## src/rtl/rtc_pkg.sv

```systemverilog
package rtc_pkg;
  localparam int unsigned DATA_W   = 32;
  localparam int unsigned ADDR_W   = 5;
  localparam int unsigned CTRL_W   = 8;
  localparam int unsigned NUM_CMP  = 2;
  localparam int unsigned STAT_W   = NUM_CMP + 1;

  typedef logic [DATA_W-1:0] word_t;

  typedef enum logic [2:0] {
    REG_UP    = 3'd0,
    REG_DOWN  = 3'd1,
    REG_CMP0  = 3'd2,
    REG_CMP1  = 3'd3,
    REG_CTRL  = 3'd4,
    REG_STAT  = 3'd5,
    REG_KEY   = 3'd6,
    REG_NONE  = 3'd7
  } reg_idx_e;

  localparam int unsigned CB_IRQ0  = 0;
  localparam int unsigned CB_IRQ1  = 1;
  localparam int unsigned CB_WAKE0 = 2;
  localparam int unsigned CB_WAKE1 = 3;
  localparam int unsigned CB_SRST  = 4;
  localparam int unsigned CB_HOLD  = 6;
  localparam int unsigned CB_FORCE = 7;

  localparam logic [CTRL_W-1:0] CTRL_WMASK = 8'hDF;
endpackage

```

## src/rtl/rtc_counter_pair.sv

```systemverilog
module rtc_counter_pair #(
  parameter int unsigned W = 32
) (
  input  logic         clk_i,
  input  logic         rst_ni,
  input  logic         clr_i,
  input  logic         hold_i,
  input  logic         tick_i,
  input  logic         ld_up_i,
  input  logic         ld_dn_i,
  input  logic [W-1:0] wdata_i,
  output logic [W-1:0] up_o,
  output logic [W-1:0] dn_o
);
  logic step;
  assign step = tick_i && !hold_i;

  always_ff @(posedge clk_i or negedge rst_ni) begin
    if (!rst_ni) begin
      up_o <= '0;
      dn_o <= '0;
    end else if (clr_i) begin
      up_o <= '0;
      dn_o <= '0;
    end else begin
      if (ld_up_i)   up_o <= wdata_i;
      else if (step) up_o <= up_o + W'(1);
      if (ld_dn_i)   dn_o <= wdata_i;
      else if (step) dn_o <= dn_o - W'(1);
    end
  end
endmodule

```

## src/rtl/rtc_cmp_chan.sv

```systemverilog
module rtc_cmp_chan #(
  parameter int unsigned   W       = 32,
  parameter logic [W-1:0]  RST_VAL = '1
) (
  input  logic         clk_i,
  input  logic         rst_ni,
  input  logic         ld_i,
  input  logic [W-1:0] wdata_i,
  input  logic [W-1:0] cnt_i,
  output logic [W-1:0] cmp_o,
  output logic         hit_o
);
  always_ff @(posedge clk_i or negedge rst_ni) begin
    if (!rst_ni)   cmp_o <= RST_VAL;
    else if (ld_i) cmp_o <= wdata_i;
  end

  assign hit_o = (cnt_i == cmp_o);
endmodule

```

## src/rtl/rtc_status.sv

```systemverilog
module rtc_status #(
  parameter int unsigned N = 2
) (
  input  logic         clk_i,
  input  logic         rst_ni,
  input  logic         clr_i,
  input  logic [N-1:0] hit_i,
  input  logic         w1c_i,
  input  logic [N:0]   wdata_i,
  input  logic [N-1:0] irq_en_i,
  input  logic [N-1:0] wake_en_i,
  input  logic         force_i,
  output logic [N:0]   status_o,
  output logic         irq_o,
  output logic         wake_o
);
  logic [N:0] set_v, clr_v;

  assign irq_o  = |(status_o[N-1:0] & irq_en_i);
  assign wake_o = force_i || (|(status_o[N-1:0] & wake_en_i));
  assign set_v  = {wake_o, hit_i};
  assign clr_v  = w1c_i ? wdata_i : '0;

  always_ff @(posedge clk_i or negedge rst_ni) begin
    if (!rst_ni)     status_o <= '0;
    else if (clr_i)  status_o <= '0;
    else             status_o <= set_v | (status_o & ~clr_v);
  end
endmodule

```

## src/rtl/sec_rtc.sv

```systemverilog
module sec_rtc
  import rtc_pkg::*;
#(
  parameter logic [DATA_W-1:0] CMP_RST = '1
) (
  input  logic              clk_i,
  input  logic              rst_ni,
  input  logic              tick_i,
  input  logic [ADDR_W-1:0] addr_i,
  input  logic              we_i,
  input  logic [DATA_W-1:0] wdata_i,
  output logic [DATA_W-1:0] rdata_o,
  output logic              alarm_irq_o,
  output logic              wake_o
);
  reg_idx_e          idx;
  logic              aligned;
  logic [7:0]        wsel;
  logic [CTRL_W-1:0] ctrl_q;
  word_t             key_q;
  word_t             up_cnt, dn_cnt;
  word_t             cmp_q [NUM_CMP];
  logic [NUM_CMP-1:0] hit;
  logic [STAT_W-1:0] status;
  logic [NUM_CMP-1:0] irq_en, wake_en;

  assign idx     = reg_idx_e'(addr_i[ADDR_W-1:2]);
  assign aligned = (addr_i[1:0] == 2'b00);

  // one write strobe per word slot
  always_comb begin
    wsel = '0;
    if (we_i && aligned) wsel[idx] = 1'b1;
  end

  always_ff @(posedge clk_i or negedge rst_ni) begin
    if (!rst_ni) begin
      ctrl_q <= '0;
      key_q  <= '0;
    end else begin
      if (wsel[REG_CTRL]) ctrl_q <= wdata_i[CTRL_W-1:0] & CTRL_WMASK;
      if (wsel[REG_KEY])  key_q  <= wdata_i;
    end
  end

  rtc_counter_pair #(.W(DATA_W)) u_cnt (
    .clk_i   (clk_i),
    .rst_ni  (rst_ni),
    .clr_i   (ctrl_q[CB_SRST]),
    .hold_i  (ctrl_q[CB_HOLD]),
    .tick_i  (tick_i),
    .ld_up_i (wsel[REG_UP]),
    .ld_dn_i (wsel[REG_DOWN]),
    .wdata_i (wdata_i),
    .up_o    (up_cnt),
    .dn_o    (dn_cnt)
  );

  for (genvar k = 0; k < NUM_CMP; k++) begin : g_cmp
    rtc_cmp_chan #(.W(DATA_W), .RST_VAL(CMP_RST)) u_chan (
      .clk_i   (clk_i),
      .rst_ni  (rst_ni),
      .ld_i    (wsel[int'(REG_CMP0) + k]),
      .wdata_i (wdata_i),
      .cnt_i   (up_cnt),
      .cmp_o   (cmp_q[k]),
      .hit_o   (hit[k])
    );
    assign irq_en[k]  = ctrl_q[CB_IRQ0 + k];
    assign wake_en[k] = ctrl_q[CB_WAKE0 + k];
  end

  rtc_status #(.N(NUM_CMP)) u_stat (
    .clk_i     (clk_i),
    .rst_ni    (rst_ni),
    .clr_i     (ctrl_q[CB_SRST]),
    .hit_i     (hit),
    .w1c_i     (wsel[REG_STAT]),
    .wdata_i   (wdata_i[STAT_W-1:0]),
    .irq_en_i  (irq_en),
    .wake_en_i (wake_en),
    .force_i   (ctrl_q[CB_FORCE]),
    .status_o  (status),
    .irq_o     (alarm_irq_o),
    .wake_o    (wake_o)
  );

  always_comb begin
    rdata_o = '0;
    if (aligned) begin
      unique case (idx)
        REG_UP:   rdata_o = up_cnt;
        REG_DOWN: rdata_o = dn_cnt;
        REG_CMP0: rdata_o = cmp_q[0];
        REG_CMP1: rdata_o = cmp_q[1];
        REG_CTRL: rdata_o = DATA_W'(ctrl_q);
        REG_STAT: rdata_o = DATA_W'(status);
        REG_KEY:  rdata_o = key_q;
        default:  rdata_o = '0;
      endcase
    end
  end
endmodule

```

## config.mk

```make
export PLATFORM = sky130hd
export DESIGN_NAME = sec_rtc
export DESIGN_NICKNAME = d
export VERILOG_FILES = /design/src/rtl/rtc_pkg.sv /design/src/rtl/rtc_counter_pair.sv /design/src/rtl/rtc_cmp_chan.sv /design/src/rtl/rtc_status.sv /design/src/rtl/sec_rtc.sv
export SDC_FILE = /design/constraint.sdc
export NUM_CORES = 1
export LEC_CHECK = 0
export ABC_AREA = 0
export BUFFER_PORTS_ARGS = -buffer_cell sky130_fd_sc_hd__buf_2
export CAP_MARGIN = 30
export CORE_ASPECT_RATIO = 0.9
export CORE_MARGIN = 2
export CORE_UTILIZATION = 25
export DETAILED_ROUTE_END_ITERATION = 12
export PLACE_DENSITY = 0.45
export SYNTH_ARGS = -nofsm -noshare
export SYNTH_HDL_FRONTEND = slang
export SYNTH_HIERARCHICAL = 1
export SYNTH_SLANG_ARGS = --single-unit
```

## constraint.sdc

```tcl
create_clock -name clk_i -period 3.45 [get_ports clk_i]
set_input_delay 0.69 -clock clk_i [delete_from_list [all_inputs] [get_ports clk_i]]
set_output_delay 0.69 -clock clk_i [all_outputs]
set_load 0.01 [all_outputs]
```

# After elaboration in Yosys (flattened, before gate mapping)

Cells that the tools add are included.

Flip-flop bits (word level): 170
Bits in latches: 0
RAM bits: 0
Memory bits (read-only): 0
Input port bits: 41
Memories: 0

Add/sub/neg operators: 2
Multiply operators: 0
Div/mod/pow operators: 0
Magnitude comparators: 2
Equal/unequal tests: 8
Shifts and indexed selects: 0
Muxes and demuxes: 13
Bitwise logic cells: 5
Reduce and logical (&&, ||, !) cells: 11

Operator list:

| cell                                                                         | count |
|---|---|
| 32-bit two-way mux                                                           | 7 |
| 32-bit case mux with 7 select lines                                          | 1 |
| 32-bit == test                                                               | 2 |
| 32-bit by 1-bit adder with 32-bit output, second input constant              | 1 |
| 32-bit by 1-bit subtractor with 32-bit output, second input constant         | 1 |
| 3-bit == test, second input constant                                         | 3 |
| 7-bit two-way mux                                                            | 1 |
| 3-bit by 2-bit == test with 1-bit output, second input constant              | 2 |
| 3-bit two-way mux                                                            | 2 |
| 3-bit nonzero test                                                           | 2 |
| 2-bit bitwise AND                                                            | 2 |
| 3-bit by 4-bit less-than comparator with 1-bit output, second input constant | 1 |
| 2-bit OR reduction                                                           | 2 |
| 3-bit bitwise AND                                                            | 1 |
| 1-bit demux with 3-bit select                                                | 1 |
| 3-bit by 1-bit == test with 1-bit output, second input constant              | 1 |
| 3-bit by 1-bit >= comparator with 1-bit output, second input constant        | 1 |
| 1-bit logical AND                                                            | 3 |
| 3-bit logical NOT                                                            | 1 |
| 3-bit NOT                                                                    | 1 |
| 3-bit bitwise OR                                                             | 1 |
| 2-bit logical NOT                                                            | 1 |
| 1-bit logical NOT                                                            | 1 |
| 1-bit logical OR                                                             | 1 |
| 1-bit two-way mux                                                            | 1 |

# Depth between registers and ports, before layout

Gate-level depths: netlist of run 1.

Depth in word-level cells: 10
Gate-level depth with buffers: 10
Mapped depth without buffers: 8

# Hierarchy

The synthesis of run 1 kept the hierarchy.

By module, submodules not included:

| module           | instances | cells each | area an instance (um^2) | seq. area each (um^2) |
|---|---|---|---|---|
| rtc_counter_pair | 1         | 448        | 4,003.8                 | 1,601.5 |
| sec_rtc          | 1         | 343        | 3,345.7                 | 975.9 |
| rtc_cmp_chan     | 2         | 111        | 1,575.3                 | 840.8 |
| rtc_status       | 1         | 13         | 147.6                   | 75.1 |

# Least setup slack after synthesis of run 1

OpenSTA, ideal clock, no wires.

Kind: input -> register
Start point: input port addr_i[4]
End point: register u_cnt.up_o[12]
Setup time: 133 ps
Arrival: 2,309 ps
Data required time: 3,317 ps
Setup slack: 1,008 ps
Stages on the path: 8
Buffers on the path: 5
Cell sequence: buf_4 buf_4 buf_2 nor3_1 clkbuf_1 buf_1 mux2i_1 nor2_1

Longest elaborated chain between the ends: 7

Ends and longest elaborated chain:

| element                                                                                                                                              | RTL line               | RTL |
|---|---|---|
| start, declared                                                                                                                                      | sec_rtc.sv:9           | `input logic [ADDR_W-1:0] addr_i,` |
| 3-bit by 4-bit less-than comparator with 1-bit output (implied by the code) / 3-bit by 1-bit >= comparator with 1-bit output (equally long branches) | sec_rtc.sv:33          | `if (we_i && aligned) wsel[idx] = 1'b1;` |
| 1-bit logical AND (implied by the code)                                                                                                              | sec_rtc.sv:33          |  |
| 1-bit two-way mux (implied by the code)                                                                                                              | sec_rtc.sv:33          |  |
| 1-bit demux with 3-bit select *                                                                                                                      | sec_rtc.sv:33          |  |
| 7-bit two-way mux *                                                                                                                                  | sec_rtc.sv:33          |  |
| named net wsel[0]                                                                                                                                    | sec_rtc.sv:18          | `logic [7:0] wsel;` |
| 32-bit two-way mux                                                                                                                                   | rtc_counter_pair.sv:26 | `if (ld_up_i) up_o <= wdata_i;` |
| 32-bit two-way mux                                                                                                                                   | rtc_counter_pair.sv:22 | `end else if (clr_i) begin` |
| end signal, assigned                                                                                                                                 | rtc_counter_pair.sv:26 |  |
| end signal, assigned                                                                                                                                 | rtc_counter_pair.sv:27 | `else if (step) up_o <= up_o + W'(1);` |
| end, declared                                                                                                                                        | rtc_counter_pair.sv:12 | `output logic [W-1:0] up_o,` |

Mark *: on every way through the listed nets, which the timed path passes. The rest lies on a longest branch.
A chain may end at the register's enable or synchronous reset.

# Worst setup path after layout of run 1

Start point: input port addr_i[3]
End point: output port rdata_o[15]

Longest elaborated chain between the ends: 3

Ends and longest elaborated chain:

| element                                     | RTL line      | RTL |
|---|---|---|
| 3-bit == test, or another cell as far along | sec_rtc.sv:91 | `unique case (idx)` |
| 32-bit case mux with 7 select lines *       | sec_rtc.sv:91 |  |
| 32-bit two-way mux *                        | sec_rtc.sv:90 | `if (aligned) begin` |
| end, declared                               | sec_rtc.sv:12 | `output logic [DATA_W-1:0] rdata_o,` |

Every way passes the cells marked *; elsewhere a longest branch is shown, timed or not.

==> results of run 1 <==
worst min path at each step:
stage	from	to	slack, ps	cells after the start
2_1_floorplan	rst_ni	ctrl_q[0]$_DFFE_PN0P_	390	0
3_3_place_gp	key_q[11]$_DFFE_PN0P_	key_q[11]$_DFFE_PN0P_	490	1
3_5_place_dp	key_q[24]$_DFFE_PN0P_	key_q[24]$_DFFE_PN0P_	490	1
4_1_cts	rst_ni	u_cnt/up_o[19]$_DFFE_PN0P_	280	1
5_1_grt	rst_ni	u_cnt/up_o[17]$_DFFE_PN0P_	300	1
6_report	rst_ni	u_cnt/dn_o[16]$_DFFE_PN0P_	260	1
power by group:
group	internal (mW)	switching [mW]	total [mW]
clock network	1.10	0.928	2.03
logic	1.19	1.54	2.73
registers	2.56	0.624	3.18
total	4.85	3.09	7.94
cell type report:
class | instances | area (um2) | area share [%]
clock buffers | 20 | 447 | 3.62
well taps | 547 | 684 | 5.55
inverters | 26 | 97.6 | 0.791
multi-input cells | 764 | 5850 | 47.4
repair buffers | 117 | 777 | 6.30
clock inverters | 12 | 141 | 1.15
flip-flops and latches | 170 | 4340 | 35.2
worst max-delay path, stage by stage:
cell and delay (ps):
buf_4 270, buf_4 220, nor2_2 50, buf_4 270, a22oi_1 240, nor2_1 60, o21a_1 180, buf_2 130
kinds of logic (layout without fill, tap and decap cells):
logic type	count (synthesis)	after routing	synth area share, %
fa+ha+maj	2	2	0.235
mux	148	148	16.2
simple gates	258	258	13.5
buf+inv	92	175	4.61
flops	170	170	40.7
xor+xnor	119	119	9.79
compound gates	237	237	14.9
registers in the layout, indices dropped and copies added, names as in the netlist:
signal	cells
ctrl_q	7
u_cnt/dn_o	32
key_q	32
g_cmp.u_chan/cmp_o	64
u_cnt/up_o	32
u_stat/status_o	3
cell usage in the layout (no fill, tap or decap), drive strengths merged, types with 15 or more instances in the layout:
cell type	n
dfstp	64
a21oi	85
nor2	81
inv	29
nand4	22
buf	117
dfrtp	106
nor4	32
xor2	88
o21a	30
clkbuf	20
a211oi	38
a21o	21
xnor2	31
nor3	15
mux2i	41
mux2	107
a22oi	26
nand2	39
per-layer routing:
layer / vias up / GRT usage, %
li1: 3850 / -
met1: 4280 / 26.2
met2: 225 / 25.9
met3: 32 / 2.68
met4: 0 / 4.70
met5: - / 0
through the flow:
stage | utilization [%] | cell area, um2 | power, mW
after global routing | 29.4 | 12300 | 8.40
after CTS | 29.4 | 12300 | 7.97
after global placement | 28.0 | 11700 | 5.88
after detailed placement | 28.0 | 11700 | 5.91
after floorplan | - | 10600 | 4.95
final | 29.4 | 12300 | 7.94
==> metrics.md, run 1 <==
| Metric | Value |
|---|---|
| Clock period minus worst slack | `approximately 2800 ps` |
| Final Wtd Congestion | `about 0.85` |
| Critical Path RT | `2760 ps` |
| Die Span Y | `approximately 200 um` |
| Worst reg2reg path depth | `7` |
| Slew headroom | `27.2%` |
| Setup TNS | `0 ps` |
| Type of the worst setup path | `in -> out` |
| Worst Tran Pin Value | `1080 ps` |
| Fin crit share | `82.3%` |
| Yosys cell types | `71` |
| Vias in the first global route | `8,444` |
| Antenna-violating nets left | `0` |
| Worst setup margin | `a little over 600 ps` |
| Max-Cap Viols | `0` |
| RSZ-0062 raised after global routing | `no` |
| Initial Util | `25.4%` |
| 1st-pass router iterations | `9` |
| Highest Signal Layer | `met4` |
| DR WL met3 | `1740 um` |
| PD cells | `between 600 and 700 mW/mm2` |
| Worst setup path start | `addr_i[3]` |
| Post-CTS Hold Fix Bufs | `0` |
| Syn. warnings | `6` |
| Max Root-Sink Buffers | `2` |
| Register area share after synthesis | `40.7%` |
| Critical Path End | `rdata_o[15]` |
| Sink Count | `170` |
| Port bufs | `74` |
| Via-to-Cell Ratio | `5.06` |
| Max Slew Vio Count | `0` |
| Post-synthesis cell area | `around 0.011 mm2` |
| ANT cells | `0` |
| Core area | `~0.042 mm2` |
| Number of DRC markers in iteration 0 | `around 770` |
| Layout cell share with drive strength beyond 1 | `between 30 and 40%` |
| Worst Path Arrival | `about 2200 ps` |
| Area grow syn2layout | `15.8%` |
| DRT Wirelength | `38,100 um` |
| FF-to-FF End | `u_cnt/up_o[16]$_DFFE_PN0P_` |
| EDFF count, synth | `0` |
| CTS tree | `done` |
| H-tree levels | `4` |
| Filler cells | `between 4,000 and 5,000` |
| Inst Count DP | `1,624` |
| Reg2Reg Setup Slack | `between 700 and 800 ps` |
| Post-CTS Resized | `0` |
| Startpoint class of the critical path | `input port` |
| Failing checks | `design-rule violations` |
| Vias | `8,387` |
| Most frequent cell after synthesis | `dfrtp_1` |
| Hpwl dp | `~27,000 um` |
| Syn avg cell area | `between 10 and 15 um2` |
| Num ports | `75` |
| Most frequent cells after synthesis | `106 x dfrtp_1, 88 x xor2_1, 85 x a21oi_1, 80 x nor2_1, 73 x mux2_2` |
| Fin nets | `between 1,000 and 1,500` |
| Rows | `between 70 and 80` |
| Clk Latency, worst-skew pair | `between 400 and 500 ps` |
| Synth area leader | `dfrtp_1` |
| Synth top area share | `24.9%` |
| Die Area | `0.0443 mm2` |
| Final hold viol count | `0` |
| Pin count of the biggest net entering global routing | `approximately 70` |
| Routed len/inst | `about 23 um` |
| Post-Syn Nets | `between 1,000 and 1,500` |
| Hold WS | `roughly 260 ps` |
| Register bit total from synthesis | `170` |
| Worst r2r src | `u_cnt/up_o[1]$_DFFE_PN0P_` |
| WL met2 | `~16,000 um` |
| Total congestion overflow | `0` |
| P_leak | `between 5 and 6 nW` |
| Gate Count Post-Synth | `1,026` |
| Root buffer cell | `clkbuf_16` |
| Clock-pin slew on the worst setup and hold paths | `~70 ps` |
| Setup crit end kind | `primary output` |
| Fmax | `between 300 and 400 MHz` |
| Die outline width | `about 220 um` |
| # setup viols final | `0` |
| Antenna violations before repair | `0` |
| Final Non-Filler Cells | `approximately 1,700` |
| DR DRC count | `8` |
| Outcome | `finished with violations` |
| Global-route wire length before repair | `57,500 um` |
| Synth area leaders | `dfrtp_1 25%, dfstp_2 16%, mux2_2 7.7%, xor2_1 7.2%, mux2_4 4.2%` |
| Max VDD drop | `0.468 mV` |
| Total track usage | `between 10% and 20%` |
| TritonCTS buffer count | `17` |
| Dpl ws | `slightly above 600 ps` |
| CP Max Fanout | `21` |
| Post-CTS Setup Bufs | `0` |
| Post-synthesis async set-or-reset flop share | `100%` |
| Met1 wire length | `19,400 um` |
| Hold/Removal Path Class | `in -> async` |
| Max Clock Skew | `~14 ps` |
| Synth Flop Type | `dfrtp_1` |
No activity file was read; power rests on OpenSTA's default activity.
==> inputs of run 2 (changes only) <==
--- a/config.mk
+++ b/config.mk
@@ -12,7 +12,7 @@
 export CORE_MARGIN = 2
 export CORE_UTILIZATION = 25
 export DETAILED_ROUTE_END_ITERATION = 12
-export PLACE_DENSITY = 0.45
+export PLACE_DENSITY = 0.46
 export SYNTH_ARGS = -nofsm -noshare
 export SYNTH_HDL_FRONTEND = slang
 export SYNTH_HIERARCHICAL = 1
==> constraint.sdc (replaced) <==
create_clock -name clk_i -period 2.32 [get_ports clk_i]
set_input_delay 0.464 -clock clk_i [delete_from_list [all_inputs] [get_ports clk_i]]
set_output_delay 0.464 -clock clk_i [all_outputs]
set_load 0.01 [all_outputs]
==> run 2 against run 1 <==
Net effect:
- the run still ends with design-rule violations left
- sequential power is 45% higher
- critical path depth down 1
- non-clock buffer count is 53 higher
- via count grew 2.1%
- critical endpoint is now rdata_o[18]
- first-iteration DRC count down 23%
- clock skew is 3.6 ps lower
- design area increased by 5.1%
==> metrics.md, run 2 (synthesis gave the netlist of run 1 again) <==
| Metric | Value |
|---|---|
| Outcome | `finished with violations` |
| Failing checks | `design-rule violations` |
| Total track usage | `around 18%` |
| Clk Latency, worst-skew pair | `approximately 460 ps` |
| Slew headroom | `57.1%` |
| Worst Path Arrival | `between 1500 and 2000 ps` |
| Final hold viol count | `0` |
| Crit-path slowest cell | `a211oi_1` |
| TritonCTS buffer count | `17` |
| Most frequent cells in the layout | `105 x dfrtp_1, 88 x xor2_1, 84 x a21oi_1, 77 x nor2_1, 75 x buf_4` |
| Hold WS | `approximately 290 ps` |
| Largest delay contributor family on the critical path | `buffers and inverters` |
| H-tree levels | `4` |
| Clock-pin slew on the worst setup and hold paths | `about 80 ps` |
| Cell mode on critical path | `buf_12` |
| Via-to-Cell Ratio | `approximately 5.0` |
| Startpoint class of the critical path | `input port` |
| Sink Count | `170` |
| Number of DRC markers in iteration 0 | `between 500 and 600` |
| Clock period minus worst slack | `2230 ps` |
| Sequential group share of total power | `a little under two fifths` |
| # setup viols final | `0` |
| Area grow syn2layout | `21.7%` |
| RSZ-0062 raised after global routing | `no` |
| Type of the worst setup path | `in -> out` |
| Final Wtd Congestion | `around 0.85` |
| Worst path cell trace | `buf_4 -> buf_12 -> buf_12 -> mux2i_1 -> a211oi_1 -> o21a_1 -> buf_2` |
| Max Slew Vio Count | `0` |
| Fin crit share | `96.1%` |
| ANT cells | `0` |
| Clock network power share | `24.1%` |
| Switching part of the total | `approximately two fifths` |
| Vias | `approximately 8,600` |
| Core area | `about 0.042 mm2` |
| Pint | `approximately 7.5 mW` |
| Worst setup path start | `addr_i[3]` |
| Fmax | `about 450 MHz` |
| Most common cell after layout, fill and taps aside | `dfrtp_1` |
| Routed len/inst | `~22 um` |
| P_sw | `about 4.7 mW` |
| Root buffer cell | `clkbuf_16` |
| Critical path depth in cells | `7` |
| Worst reg2reg path depth | `6` |
| Port bufs | `74` |
| Delay of the slowest critical-path stage | `around 280 ps` |
| DR DRC count | `7` |
| Fin nets | `~1,200` |
| CP Max Fanout | `22` |
| Critical Path End | `rdata_o[18]` |
| Num ports | `75` |
| Fin util | `30.9%` |
| Worst Tran Pin Value | `around 640 ps` |
| Worst r2r src | `u_cnt/up_o[3]$_DFFE_PN0P_` |
| Hold/Removal Path Class | `in -> reg` |
| Antenna-violating nets left | `0` |
| Rows | `71` |
| Setup TNS | `0 ps` |
| Max-Cap Viols | `0` |
| Reg2Reg Setup Slack | `130 ps` |
| Pin count of the biggest net entering global routing | `70` |
| Largest register FFs | `64` |
| DRT Wirelength | `between 30,000 and 40,000 um` |
| Total congestion overflow | `0` |
| Buf/Inv on CP | `4` |
| Die Span Y | `about 200 um` |
| P_leak | `5.85 nW` |
| Hpwl dp | `28,100 um` |
| Worst Hold Launch | `wdata_i[24]` |
| Comb pwr share | `a little under two fifths` |
| Initial Util | `between 20% and 30%` |
| Global-route wire length before repair | `57,900 um` |
| Setup crit end kind | `primary output` |
| Critical Path RT | `about 1900 ps` |
| Largest Register | `g_cmp.u_chan/cmp_o` |
| CTS tree | `done` |
| FF-to-FF End | `u_cnt/up_o[18]$_DFFE_PN0P_` |
| PD cells | `~950 mW/mm2` |
| 1st-pass router iterations | `9` |
| Vias in the first global route | `roughly 8,700` |
| Die outline width | `about 220 um` |
| Filler cells | `between 4,000 and 5,000` |
| Max Clock Skew | `approximately 10 ps` |
| Max Root-Sink Buffers | `2` |
| Max VDD drop | `between 0.4 and 0.5 mV` |
| Antenna violations before repair | `0` |
| Layout cell share with drive strength beyond 1 | `34.1%` |
| Die Area | `around 0.044 mm2` |
run 2: cell types whose count changed in the layout (fill, tap and decap cells not counted), sizes merged:
cell         previous run  this run
bufinv                  2         1
dlygate4sd3             0         1
clkinv                  5         4
buf                   117       169
inv                    29        32
clkbuf                 20        19
run 2: worst min path at each step:
| stage | end | slack (ps) | cells after the start |
|---|---|---|---|
| after CTS | key_q[21]$_DFFE_PN0P_ | 260 | 2 |
| after floorplan | ctrl_q[0]$_DFFE_PN0P_ | 170 | 0 |
| after global placement | u_cnt/dn_o[19]$_DFFE_PN0P_ | 470 | 1 |
| after global routing | key_q[21]$_DFFE_PN0P_ | 270 | 2 |
| after detailed placement | u_cnt/dn_o[31]$_DFFE_PN0P_ | 460 | 1 |
| final | key_q[24]$_DFFE_PN0P_ | 290 | 2 |
run 2: per-stage QoR:
stage          instances  area [um2]  setup slack [ps]  power (mW)
3_3_place_gp        1675       12300              54.8        9.23
5_1_grt             1709       13000              1.89        12.9
6_report            1709       13000              90.9        12.2
2_1_floorplan       1026       10600               104        7.36
4_1_cts             1708       12900              4.79        12.3
3_5_place_dp        1675       12300              85.1        9.24
run 2: timing repair:
action                                  in CTS  in global routing
buffers inserted                             0                  1
hold endpoints to repair                    30                  0
gates resized for setup                      0                  7
endpoints found under the setup margin       0                  9
hold buffers                                 1                  0
run 2: per-layer routing:
layer	track usage, %	part of all wire, %	vias up
li1	-	-	3979
met1	26.1	50	4310
met2	26.1	43	242
met3	3.63	5.6	35
met4	4.08	1.3	0
met5	0	0	-
run 2: power groups by stage:
stage	combinational (mW)	clock [mW]	sequential (mW)
floorplan	2.90	0	4.46
global placement	4.58	0	4.65
detailed placement	4.59	0	4.65
CTS	4.62	3.04	4.61
global route	5.05	3.16	4.72
finish	4.67	2.95	4.62
run 2: layout make-up:
| class | instances | area, um2 | area share, % |
|---|---|---|---|
| clock buffers | 19 | 453 | 3.50 |
| clock inverters | 13 | 134 | 1.03 |
| inverters | 26 | 97.6 | 0.753 |
| multi-input cells | 764 | 5880 | 45.4 |
| flip-flops and latches | 170 | 4340 | 33.5 |
| well taps | 547 | 684 | 5.28 |
| repair buffers | 170 | 1370 | 10.6 |
run 2: worst register-to-register path, cell delays in order, from the launching register on:
cell      delay [ps]
dfrtp_1          530
nand3_1          320
nor3_1           480
buf_4            250
nand4_1          120
xor2_1           170
a211oi_1         230
